## config.mk

```make
export PLATFORM = sky130hd
export DESIGN_NAME = epp_port_ctrl
export DESIGN_NICKNAME = d
export VERILOG_FILES = /design/src/rtl/epp_port_pkg.sv /design/src/rtl/epp_port_regs.sv /design/src/rtl/epp_byte_cycle.sv /design/src/rtl/epp_port_ctrl.sv
export SDC_FILE = /design/constraint.sdc
export NUM_CORES = 1
export LEC_CHECK = 0
export BUFFER_PORTS_ARGS = -buffer_cell sky130_fd_sc_hd__buf_2
export CAP_MARGIN = 20
export CORE_MARGIN = 8
export CORE_UTILIZATION = 45
export CTS_BUF_LIST = sky130_fd_sc_hd__clkbuf_8
export DETAILED_ROUTE_END_ITERATION = 10
export GPL_TIMING_DRIVEN = 0
export HOLD_SLACK_MARGIN = 0.15
export PLACE_DENSITY_LB_ADDON = 0.12
export SKIP_LAST_GASP = 1
export SLEW_MARGIN = 20
export SYNTH_ARGS = -nofsm -noshare
export SYNTH_HDL_FRONTEND = slang
export SYNTH_HIERARCHICAL = 1
export SYNTH_SLANG_ARGS = --single-unit
```

## constraint.sdc

```tcl
create_clock -name clk -period 2.3 [get_ports clk]
set_input_delay 0.46 -clock clk [delete_from_list [all_inputs] [get_ports clk]]
set_output_delay 0.46 -clock clk [all_outputs]
set_load 0.1 [all_outputs]
```

## src/rtl/epp_port_pkg.sv

```systemverilog
package epp_port_pkg;
   localparam logic [2:0] OFF_DATA  = 3'd0;
   localparam logic [2:0] OFF_STAT  = 3'd1;
   localparam logic [2:0] OFF_CTRL  = 3'd2;
   localparam logic [2:0] OFF_EADDR = 3'd3;
   localparam logic [2:0] OFF_EDATA = 3'd4;

   localparam int CB_DIR = 5;
   localparam int CB_SEL = 3;
   localparam int CB_INI = 2;
   localparam int CB_ALF = 1;
   localparam int CB_STB = 0;

   localparam logic [5:0] GATE_MASK = 6'h2F;
   localparam logic [5:0] GATE_WR   = 6'h04;
   localparam logic [5:0] GATE_RD   = 6'h24;
   localparam logic [5:0] CTRL_RST  = 6'h0C;
   localparam logic [7:0] DATA_RST  = 8'hFF;

   typedef enum logic [1:0] {ST_IDLE, ST_LAUNCH, ST_WAIT, ST_RESP} seq_st_e;
   typedef enum logic [1:0] {CY_IDLE, CY_SETUP, CY_STRB, CY_REL} cyc_st_e;
endpackage

```

## src/rtl/epp_port_regs.sv

```systemverilog
module epp_port_regs
   import epp_port_pkg::*;
(
   input  logic       clk,
   input  logic       rst_n,
   input  logic       wr_en,
   input  logic [2:0] wr_off,
   input  logic [7:0] wr_byte,
   input  logic       tmo_set,
   output logic [7:0] data_q,
   output logic [5:0] ctrl_q,
   output logic       tmo_q
);
   always_ff @(posedge clk) begin
      if (!rst_n) begin
         data_q <= DATA_RST;
         ctrl_q <= CTRL_RST;
         tmo_q  <= 1'b0;
      end else begin
         if (wr_en && wr_off == OFF_DATA && wr_byte != data_q) data_q <= wr_byte;
         if (wr_en && wr_off == OFF_CTRL) ctrl_q <= wr_byte[5:0];
         if (tmo_set) tmo_q <= 1'b1;
         else if (wr_en && wr_off == OFF_STAT && wr_byte[0]) tmo_q <= 1'b0;
      end
   end

   assert_tmo_rise_R11: assert property (@(posedge clk) disable iff (!rst_n)
      $rose(tmo_q) |-> $past(tmo_set));
   assert_tmo_clear_R12: assert property (@(posedge clk) disable iff (!rst_n)
      $fell(tmo_q) |-> ($past(wr_en) && $past(wr_off) == OFF_STAT && $past(wr_byte[0])));
endmodule

```

## src/rtl/epp_byte_cycle.sv

```systemverilog
module epp_byte_cycle
   import epp_port_pkg::*;
#(
   parameter int TMO_CYCLES = 2000
) (
   input  logic       clk,
   input  logic       rst_n,
   input  logic       start,
   input  logic       is_addr,
   input  logic       is_read,
   input  logic [7:0] wbyte,
   input  logic       n_wait,
   input  logic [7:0] pd_in,
   output logic       busy,
   output logic       drive,
   output logic       n_write,
   output logic       n_dstrb,
   output logic       n_astrb,
   output logic [7:0] pd_out,
   output logic [7:0] rbyte,
   output logic       done,
   output logic       fail
);
   localparam int CW = $clog2(TMO_CYCLES + 1);
   localparam logic [CW-1:0] LIM = CW'(TMO_CYCLES - 1);

   cyc_st_e        st_q;
   logic           rd_q, adr_q;
   logic [7:0]     wb_q;
   logic [CW-1:0]  cnt_q;
   logic           strb_on;

   always_ff @(posedge clk) begin
      if (!rst_n) begin
         st_q  <= CY_IDLE;
         rd_q  <= 1'b0;
         adr_q <= 1'b0;
         wb_q  <= 8'h00;
         cnt_q <= '0;
         rbyte <= 8'hFF;
         done  <= 1'b0;
         fail  <= 1'b0;
      end else begin
         done <= 1'b0;
         fail <= 1'b0;
         case (st_q)
            CY_IDLE: if (start) begin
               rd_q  <= is_read;
               adr_q <= is_addr;
               wb_q  <= wbyte;
               cnt_q <= '0;
               st_q  <= CY_SETUP;
            end
            CY_SETUP: begin
               cnt_q <= '0;
               st_q  <= CY_STRB;
            end
            CY_STRB: begin
               if (n_wait) begin
                  rbyte <= pd_in;
                  cnt_q <= '0;
                  st_q  <= CY_REL;
               end else if (cnt_q == LIM) begin
                  fail <= 1'b1;
                  st_q <= CY_IDLE;
               end else cnt_q <= cnt_q + 1'b1;
            end
            CY_REL: begin
               if (!n_wait) begin
                  done <= 1'b1;
                  st_q <= CY_IDLE;
               end else if (cnt_q == LIM) begin
                  fail <= 1'b1;
                  st_q <= CY_IDLE;
               end else cnt_q <= cnt_q + 1'b1;
            end
            default: st_q <= CY_IDLE;
         endcase
      end
   end

   assign busy    = (st_q != CY_IDLE);
   assign strb_on = (st_q == CY_STRB);
   assign n_dstrb = !(strb_on && !adr_q);
   assign n_astrb = !(strb_on && adr_q);
   assign n_write = !(busy && !rd_q);
   assign drive   = busy && !rd_q;
   assign pd_out  = wb_q;

   assert_done_after_wait_low_R8: assert property (@(posedge clk) disable iff (!rst_n)
      done |-> !$past(n_wait));
   assert_fail_at_limit_R11: assert property (@(posedge clk) disable iff (!rst_n)
      fail |-> ($past(cnt_q) == LIM));
   assert_no_double_strobe_R8: assert property (@(posedge clk) disable iff (!rst_n)
      !(!n_dstrb && !n_astrb));
endmodule

```

## src/rtl/epp_port_ctrl.sv

```systemverilog
module epp_port_ctrl
   import epp_port_pkg::*;
#(
   parameter int BUS_W      = 32,
   parameter int TMO_CYCLES = 2000
) (
   input  logic             clk,
   input  logic             rst_n,
   input  logic             cpu_req,
   input  logic             cpu_we,
   input  logic [2:0]       cpu_addr,
   input  logic [1:0]       cpu_size,
   input  logic [BUS_W-1:0] cpu_wdata,
   output logic             cpu_ready,
   output logic             cpu_rvalid,
   output logic [BUS_W-1:0] cpu_rdata,
   output logic [7:0]       pd_out,
   output logic             pd_oe,
   input  logic [7:0]       pd_in,
   input  logic [4:0]       st_in,
   output logic             n_strobe,
   output logic             n_autolf,
   output logic             n_init,
   output logic             n_selin,
   output logic             n_write,
   output logic             n_dstrb,
   output logic             n_astrb,
   input  logic             n_wait
);
   localparam int NB   = BUS_W / 8;
   localparam int IDXW = (NB > 1) ? $clog2(NB) : 1;

   if (!(BUS_W == 8 || BUS_W == 16 || BUS_W == 32)) begin : g_bad_width
      $error("BUS_W must be 8, 16 or 32");
   end
   if (TMO_CYCLES < 2) begin : g_bad_tmo
      $error("TMO_CYCLES must be at least 2");
   end

   seq_st_e          st_q;
   logic             we_q, adr_q;
   logic [IDXW-1:0]  idx_q, last_q;
   logic [BUS_W-1:0] wd_q, rd_q;

   logic [7:0] data_q;
   logic [5:0] ctrl_q;
   logic       tmo_q, tmo_set;

   logic       acc, is_epp, gate;
   logic [3:0] nb_raw, nb_acc;
   logic [NB-1:0]    lane_on;
   logic [BUS_W-1:0] acc_mask;
   logic [7:0] imm_byte;

   logic       cyc_start, cyc_busy, cyc_drive, cyc_done, cyc_fail;
   logic [7:0] cyc_pd, cyc_rbyte, cyc_wbyte;

   assign acc    = cpu_req && (st_q == ST_IDLE);
   assign is_epp = (cpu_addr == OFF_EADDR) || (cpu_addr == OFF_EDATA);
   assign gate   = cpu_we ? ((ctrl_q & GATE_MASK) == GATE_WR)
                          : ((ctrl_q & GATE_MASK) == GATE_RD);

   always_comb begin
      case (cpu_size)
         2'd0:    nb_raw = 4'd1;
         2'd1:    nb_raw = 4'd2;
         default: nb_raw = 4'd4;
      endcase
      if (cpu_addr != OFF_EDATA) nb_raw = 4'd1;
      nb_acc = (nb_raw > 4'(NB)) ? 4'(NB) : nb_raw;
   end

   for (genvar g = 0; g < NB; g++) begin : g_lane
      assign lane_on[g]           = (nb_acc > 4'(g));
      assign acc_mask[g*8 +: 8]   = {8{lane_on[g]}};
   end

   always_comb begin
      case (cpu_addr)
         OFF_DATA: imm_byte = ctrl_q[CB_DIR] ? pd_in : data_q;
         OFF_STAT: imm_byte = {st_in, 2'b00, tmo_q};
         OFF_CTRL: imm_byte = {2'b11, ctrl_q};
         default:  imm_byte = 8'hFF;
      endcase
   end

   always_ff @(posedge clk) begin
      if (!rst_n) begin
         st_q   <= ST_IDLE;
         we_q   <= 1'b0;
         adr_q  <= 1'b0;
         idx_q  <= '0;
         last_q <= '0;
         wd_q   <= '0;
         rd_q   <= '0;
      end else begin
         case (st_q)
            ST_IDLE: if (acc) begin
               we_q   <= cpu_we;
               adr_q  <= (cpu_addr == OFF_EADDR);
               wd_q   <= cpu_wdata;
               idx_q  <= '0;
               last_q <= IDXW'(nb_acc - 4'd1);
               if (is_epp) begin
                  rd_q <= cpu_we ? '0 : acc_mask;
                  st_q <= gate ? ST_LAUNCH : ST_RESP;
               end else begin
                  rd_q <= cpu_we ? '0 : BUS_W'(imm_byte);
                  st_q <= ST_RESP;
               end
            end
            ST_LAUNCH: st_q <= ST_WAIT;
            ST_WAIT: begin
               if (cyc_fail) st_q <= ST_RESP;
               else if (cyc_done) begin
                  if (!we_q) rd_q[{idx_q, 3'b000} +: 8] <= cyc_rbyte;
                  if (idx_q == last_q) st_q <= ST_RESP;
                  else begin
                     idx_q <= idx_q + 1'b1;
                     st_q  <= ST_LAUNCH;
                  end
               end
            end
            default: st_q <= ST_IDLE;
         endcase
      end
   end

   assign tmo_set   = (st_q == ST_WAIT) && cyc_fail;
   assign cyc_start = (st_q == ST_LAUNCH);
   assign cyc_wbyte = wd_q[{idx_q, 3'b000} +: 8];

   epp_port_regs u_regs (
      .clk     (clk),
      .rst_n   (rst_n),
      .wr_en   (acc && cpu_we && !is_epp),
      .wr_off  (cpu_addr),
      .wr_byte (cpu_wdata[7:0]),
      .tmo_set (tmo_set),
      .data_q  (data_q),
      .ctrl_q  (ctrl_q),
      .tmo_q   (tmo_q)
   );

   epp_byte_cycle #(.TMO_CYCLES(TMO_CYCLES)) u_cyc (
      .clk     (clk),
      .rst_n   (rst_n),
      .start   (cyc_start),
      .is_addr (adr_q),
      .is_read (!we_q),
      .wbyte   (cyc_wbyte),
      .n_wait  (n_wait),
      .pd_in   (pd_in),
      .busy    (cyc_busy),
      .drive   (cyc_drive),
      .n_write (n_write),
      .n_dstrb (n_dstrb),
      .n_astrb (n_astrb),
      .pd_out  (cyc_pd),
      .rbyte   (cyc_rbyte),
      .done    (cyc_done),
      .fail    (cyc_fail)
   );

   assign cpu_ready  = (st_q == ST_IDLE);
   assign cpu_rvalid = (st_q == ST_RESP);
   assign cpu_rdata  = rd_q;

   assign pd_out   = cyc_busy ? cyc_pd : data_q;
   assign pd_oe    = cyc_busy ? cyc_drive : !ctrl_q[CB_DIR];
   assign n_strobe = !ctrl_q[CB_STB];
   assign n_autolf = !ctrl_q[CB_ALF];
   assign n_init   = ctrl_q[CB_INI];
   assign n_selin  = !ctrl_q[CB_SEL];

   assert_gate_blocks_R6: assert property (@(posedge clk) disable iff (!rst_n)
      (acc && cpu_we && is_epp && !gate) |=> (cpu_rvalid && n_dstrb && n_astrb));
   assert_gate_blocks_R7: assert property (@(posedge clk) disable iff (!rst_n)
      (acc && !cpu_we && is_epp && !gate) |=> (cpu_rvalid && n_dstrb && n_astrb));
   assert_read_released_R9: assert property (@(posedge clk) disable iff (!rst_n)
      ((!n_dstrb || !n_astrb) && n_write) |-> !pd_oe);
   assert_busy_stalls_R13: assert property (@(posedge clk) disable iff (!rst_n)
      cyc_busy |-> !cpu_ready);
   assert_single_resp_R13: assert property (@(posedge clk) disable iff (!rst_n)
      cpu_rvalid |=> !cpu_rvalid);
endmodule

```

---- Word-level counts from Yosys, hierarchy flattened ----
Index checks and enable logic that the tools add are counted.
word-level totals
  bits in registers ....................... 120
  input bits .............................. 55
  logic and storage cells ................. 140
operators by class
  $add $sub $neg .......................... 4
  order comparisons ....................... 5
  equality and inequality tests ........... 25
  shift operators ......................... 3
  muxes and demuxes ....................... 46
  reduce and logical (&&, ||, !) cells .... 39
operator list
  kind                                                                    number
  32-bit two-way mux                                                      6
  32-bit case mux with 2 select lines                                     1
  11-bit two-way mux                                                      4
  11-bit case mux with 4 select lines                                     1
  32-bit bitwise mux                                                      1
  8-bit by 7-bit variable shift with 32-bit output, first input constant  1
  32-bit by 6-bit variable part select with 8-bit output                  1
  8-bit by 7-bit variable part select with 32-bit output                  1
  2-bit two-way mux                                                       14
  8-bit two-way mux                                                       3
  8-bit case mux with 3 select lines                                      1
  1-bit logical AND                                                       12
  2-bit AND reduction                                                     6
  11-bit by 1-bit adder with 11-bit output, second input constant         1
  11-bit == test, second input constant                                   1
  1-bit logical NOT                                                       11
  2-bit != test, second input constant                                    5
  5-bit AND reduction                                                     2
  2-bit == test, second input constant                                    4
  1-bit two-way mux                                                       8
  8-bit != test                                                           1
  2-bit case mux with 4 select lines                                      1
  5-bit negator with 7-bit output                                         1
  2-bit by 1-bit == test with 1-bit output, second input constant         3
  23 further kinds                                                        32

---- Logic depth before layout (Yosys ltp) ----
  word-level depth ........................ 10
  depth in mapped cells ................... 8

---- Hierarchy ----
The synthesis kept the hierarchy.
by module, submodules not included
  module          instances  cells each  area an instance (um^2)  sequential area each (um^2)
  epp_port_ctrl   1          422         3676.0                   1441.4
  epp_byte_cycle  1          176         1453.9                   660.6
  epp_port_regs   1          72          735.7                    300.3

---- Worst setup path after synthesis ----
OpenSTA, ideal clock, no wires.
  kind .................................... reg2out
  start point ............................. reg u_cyc.st_q[0]
  end point ............................... out pd_oe
  data arrival time ....................... 2.978 ns
  data required time ...................... 1.840 ns
  slack ................................... -1.138 ns
  cell stages (with the launch flop) ...... 6
  buffers on the path ..................... 2
  cells stage by stage .................... dfxtp_1 buf_6 nor2_1 inv_1 clkbuf_1 o21ai_0
between the ends
  cells in the longest elaborated chain, start to end .. 3
RTL lines
  what                    RTL line              source
  start, declared         epp_byte_cycle.sv:27  cyc_st_e st_q;
  start signal, assigned  epp_byte_cycle.sv:35  st_q <= CY_IDLE;
  start signal, assigned  epp_byte_cycle.sv:52  st_q <= CY_SETUP;
  start signal, assigned  epp_byte_cycle.sv:56  st_q <= CY_STRB;
  2-bit nonzero test *    epp_byte_cycle.sv:82  assign busy = (st_q != CY_IDLE);
  net cyc_busy            epp_port_ctrl.sv:55   logic cyc_start, cyc_busy, cyc_drive, cyc_done, cyc_fail;
  1-bit logical AND       epp_byte_cycle.sv:87  assign drive = busy && !rd_q;
  1-bit two-way mux *     epp_port_ctrl.sv:170  assign pd_oe = cyc_busy ? cyc_drive : !ctrl_q[CB_DIR];
  end, declared           epp_port_ctrl.sv:18   output logic pd_oe,
The timed path passes the listed nets; every way through them passes the cells marked *.

---- Final worst setup path ----
  start point ............................. reg u_cyc.st_q[0]
  end point ............................... out pd_out[4]
between the ends
  cells in the longest elaborated chain, start to end .. 2
RTL lines
  what                RTL line              source
  2-bit nonzero test  epp_byte_cycle.sv:82
  net cyc_busy        epp_port_ctrl.sv:55
  8-bit two-way mux   epp_port_ctrl.sv:169  assign pd_out = cyc_busy ? cyc_pd : data_q;
  end, declared       epp_port_ctrl.sv:17   output logic [7:0] pd_out,
The timed path passes the listed nets, and every way through them passes these cells.

==> out/summary.txt <==
SYNTHESIS
------------------------------------------------------------------------------------
Share of the yosys chip area belonging to registers                            0.410
Top post-synthesis cells by area                                        sky130_fd_sc_hd__dfxtp_1 (41%), sky130_fd_sc_hd__nand2_1 (10%), sky130_fd_sc_hd__a21boi_0 (5.2%)
Number of standard cells after synthesis                                         670
Library cell with the largest summed area after synthesis               sky130_fd_sc_hd__dfxtp_1
Flip-flop and latch count after synthesis                                        120
Synth Flop Type                                                         sky130_fd_sc_hd__dfxtp_1
Top post-synthesis cells by count                                       sky130_fd_sc_hd__nand2_1 (156), sky130_fd_sc_hd__dfxtp_1 (120), sky130_fd_sc_hd__o21ai_0 (47)
Ys Warns                                                                           6
Syn avg cell area                                                           8.75 µm²
Synthesized net count                                                            731
Post-synth cell types                                                             65
Proportion of synthesized flip-flops having asynchronous set or reset              0
Most frequently used cell type in the post-synthesis netlist            sky130_fd_sc_hd__nand2_1
Synthesized cell area                                                       5870 µm²
Area fraction of the dominant cell type after synthesis                        0.410
Number of enable-type register cells in the synthesized netlist                    0

FINAL LAYOUT
------------------------------------------------------------------------------------
Post-Layout Cell Count                                                           977
Multi-input gate area in the final layout                                   3220 µm²
Final Net Count                                                                  853
Count of inserted antenna diode cells                                              0
Sequential cell area                                                        2400 µm²
Layout Cell Area excl Fill                                                  7040 µm²
Finished Core Util                                                             0.556
Synth-to-Final Area Change                                                     20.0%
Layout cells sized above 1                                                     0.262
Layout fillers                                                                  1195

STA
------------------------------------------------------------------------------------
Worst Skew                                                                   13.2 ps
Final Hold Fails                                                                   0
Final critical path time including I/O delays and setup                      2200 ps
Tightest Pin Transition                                                       706 ps
Unrepaired setup endpoints after global routing                                false
Relative slew slack                                                            0.530
Final hold slack                                                              258 ps
Highest Clock Rate                                                           455 MHz
Post-Route Setup TNS                                                            0 ps
Final worst-path cycle share                                                   0.955
Number of max-slew violations in the final report                                  0
Final critical-path setup slack                                               104 ps
Final setup vio count                                                              0

WORST SETUP PATH
------------------------------------------------------------------------------------
Critical Path Sink Type                                                  output port
Startpoint kind of the worst setup timing path                             flip-flop
Worst endpoint data arrival time                                             1740 ps
Data required time at the worst endpoint                                     1840 ps
Maximum fanout along the worst path                                               10
Type of the worst setup path                                            flip-flop to output port

DIE
------------------------------------------------------------------------------------
Floorplan die area                                                         16900 µm²
Y dimension of the die                                                        130 µm
Total core area                                                            12700 µm²
Starting density of the core                                                   0.463
Ports                                                                            105
Standard-cell row count                                                           41
Die width                                                                     130 µm

GLOBAL ROUTING
------------------------------------------------------------------------------------
Tot GR Track Use                                                               0.210
Number of global-route vias before repair                                       5248
Global-route wire length before repair                                       27.2 mm
Remaining global-route overflow                                                    0
Maximum number of pins on one net before global-route repair                      17
Initial antenna violation count                                                    0

PLACED DESIGN
------------------------------------------------------------------------------------
Number of placed instances with taps included                                    946
Final Wtd Congestion                                                           0.871
Placed cell areas                                                           6600 µm²
Worst Setup Slack post-DPL                                                   -397 ps
Port Buf Inserts                                                                 104
Post-DP HPWL                                                                 13.2 mm

POWER
------------------------------------------------------------------------------------
Leak pwr                                                                     2.76 nW
Maximum VDD drop                                                            0.670 mV
Total power divided by cell area                                          906 nW/µm²
Post-layout total power                                                      6.38 mW

DRT
------------------------------------------------------------------------------------
Remaining design rule violation count                                              0
Starting DRT DRC Count                                                           319
Detailed-route via count                                                        5194
Antenna-violating nets left                                                        0
Number of optimization iterations in the first detailed-route pass                 7
DRT Wirelength                                                               17.3 mm
Number of vias per cell                                                         5.32
Post-detailed-route wirelength per cell                                      17.7 µm

CLOCKING
------------------------------------------------------------------------------------
Clock latency on the worst-skew pair                                          440 ps
Clock tree root driver cell                                             sky130_fd_sc_hd__clkbuf_8
Clock buffers created by TritonCTS                                                17
CTS tree                                                                        done
H-Tree Level Count                                                                 4
Clock transition at the registers of the reported paths                        70 ps
Total number of clock tree sinks                                                 120
CTS Buffer Depth                                                                   2

WORST HOLD PATH
------------------------------------------------------------------------------------
Hold Path Class                                                         input pin to flip-flop

RUN STATUS
------------------------------------------------------------------------------------
Outcome                                                                 complete, no violations

FLOW RUN
------------------------------------------------------------------------------------
Number of max-cap violations                                                       0

power by group:
part,switching (mW),internal [mW]
Combinational,1.71,0.588
Clock,0.825,0.880
Sequential,0.141,2.24
Total,2.67,3.70
final cells by class:
cell class,instances,share of cell area
Multi-Input combinational cell,493,0.458
Sequential cell,120,0.341
Timing Repair Buffer,106,0.0844
Clock buffer,19,0.0371
Tap cell,172,0.0306
Buffer,36,0.0263
Clock inverter,13,0.0128
Inverter,18,0.00960
cells in the final DEF (no fill, tap or decap), drive strengths merged, types with 8 or more instances in the layout:
cell	n
nand3	17
clkbuf	39
mux2i	18
mux4	8
buf	122
a21oi	38
inv	22
o21ai	48
mux2	13
nor2	9
nor2b	25
a21boi	47
dfxtp	120
a31oi	9
xnor2	9
nand2	156
logic make-up (layout without fill, tap and decap cells):
family	count (synthesis)	count (layout)	share of synthesized area
xor+xnor	12	12	0.0192
simple gates	263	263	0.227
compound gates	173	173	0.200
mux	39	39	0.0864
buf+inv	57	192	0.0448
flops	120	120	0.410
fa+ha+maj	6	6	0.0128
metal layers:
metal,vias to the layer above,share of wire,track usage
met5,-,0,0
met2,166,0.47,0.341
li1,2584,-,-
met1,2420,0.45,0.262
met3,24,0.057,0.0510
met4,0,0.024,0.0867
sequential cells by signal, indices dropped and copies added, names as in the netlist:
signal / cells
idx_q: 2
u_cyc/rd_q: 1
u_cyc/cnt_q: 11
u_regs/tmo_q: 1
u_regs/ctrl_q: 6
u_cyc/rbyte: 8
u_cyc/adr_q: 1
u_cyc/st_q: 2
last_q: 2
cpu_rdata: 32
adr_q: 1
u_cyc/fail: 1
st_q: 2
u_regs/data_q: 8
u_cyc/done: 1
u_cyc/pd_out: 8
we_q: 1
wd_q: 32
critical path, cell delays in order (launching register included):
cell and delay [ps]:
sky130_fd_sc_hd__dfxtp_1 320, sky130_fd_sc_hd__buf_6 130, sky130_fd_sc_hd__nor2_2 70, sky130_fd_sc_hd__inv_2 180, sky130_fd_sc_hd__mux2_2 400, sky130_fd_sc_hd__buf_6 190
final timing paths:
check | endpoint | slack (ps) | cells after the start | startpoint
hold reg to reg | wd_q[17]$_SDFFE_PN0P_ | 460 | 2 | wd_q[17]$_SDFFE_PN0P_
setup / recovery | pd_out[4] | 100 | 5 | u_cyc/st_q[0]$_SDFFE_PN0P_
hold / removal | wd_q[28]$_SDFFE_PN0P_ | 260 | 3 | cpu_wdata[28]
setup reg to reg | cpu_rdata[12]$_SDFFE_PN0P_ | 120 | 8 | idx_q[1]$_SDFFE_PN0P_
timing repair:
action | in CTS | in global routing
hold buffers | 0 | 0
pin swaps | 1 | 0
cloned | 0 | 0
resized for setup | 16 | 10
setup buffers | 1 | 1
endpoints found under the setup margin | 50 | 28
(Power assumes the default switching activity.)
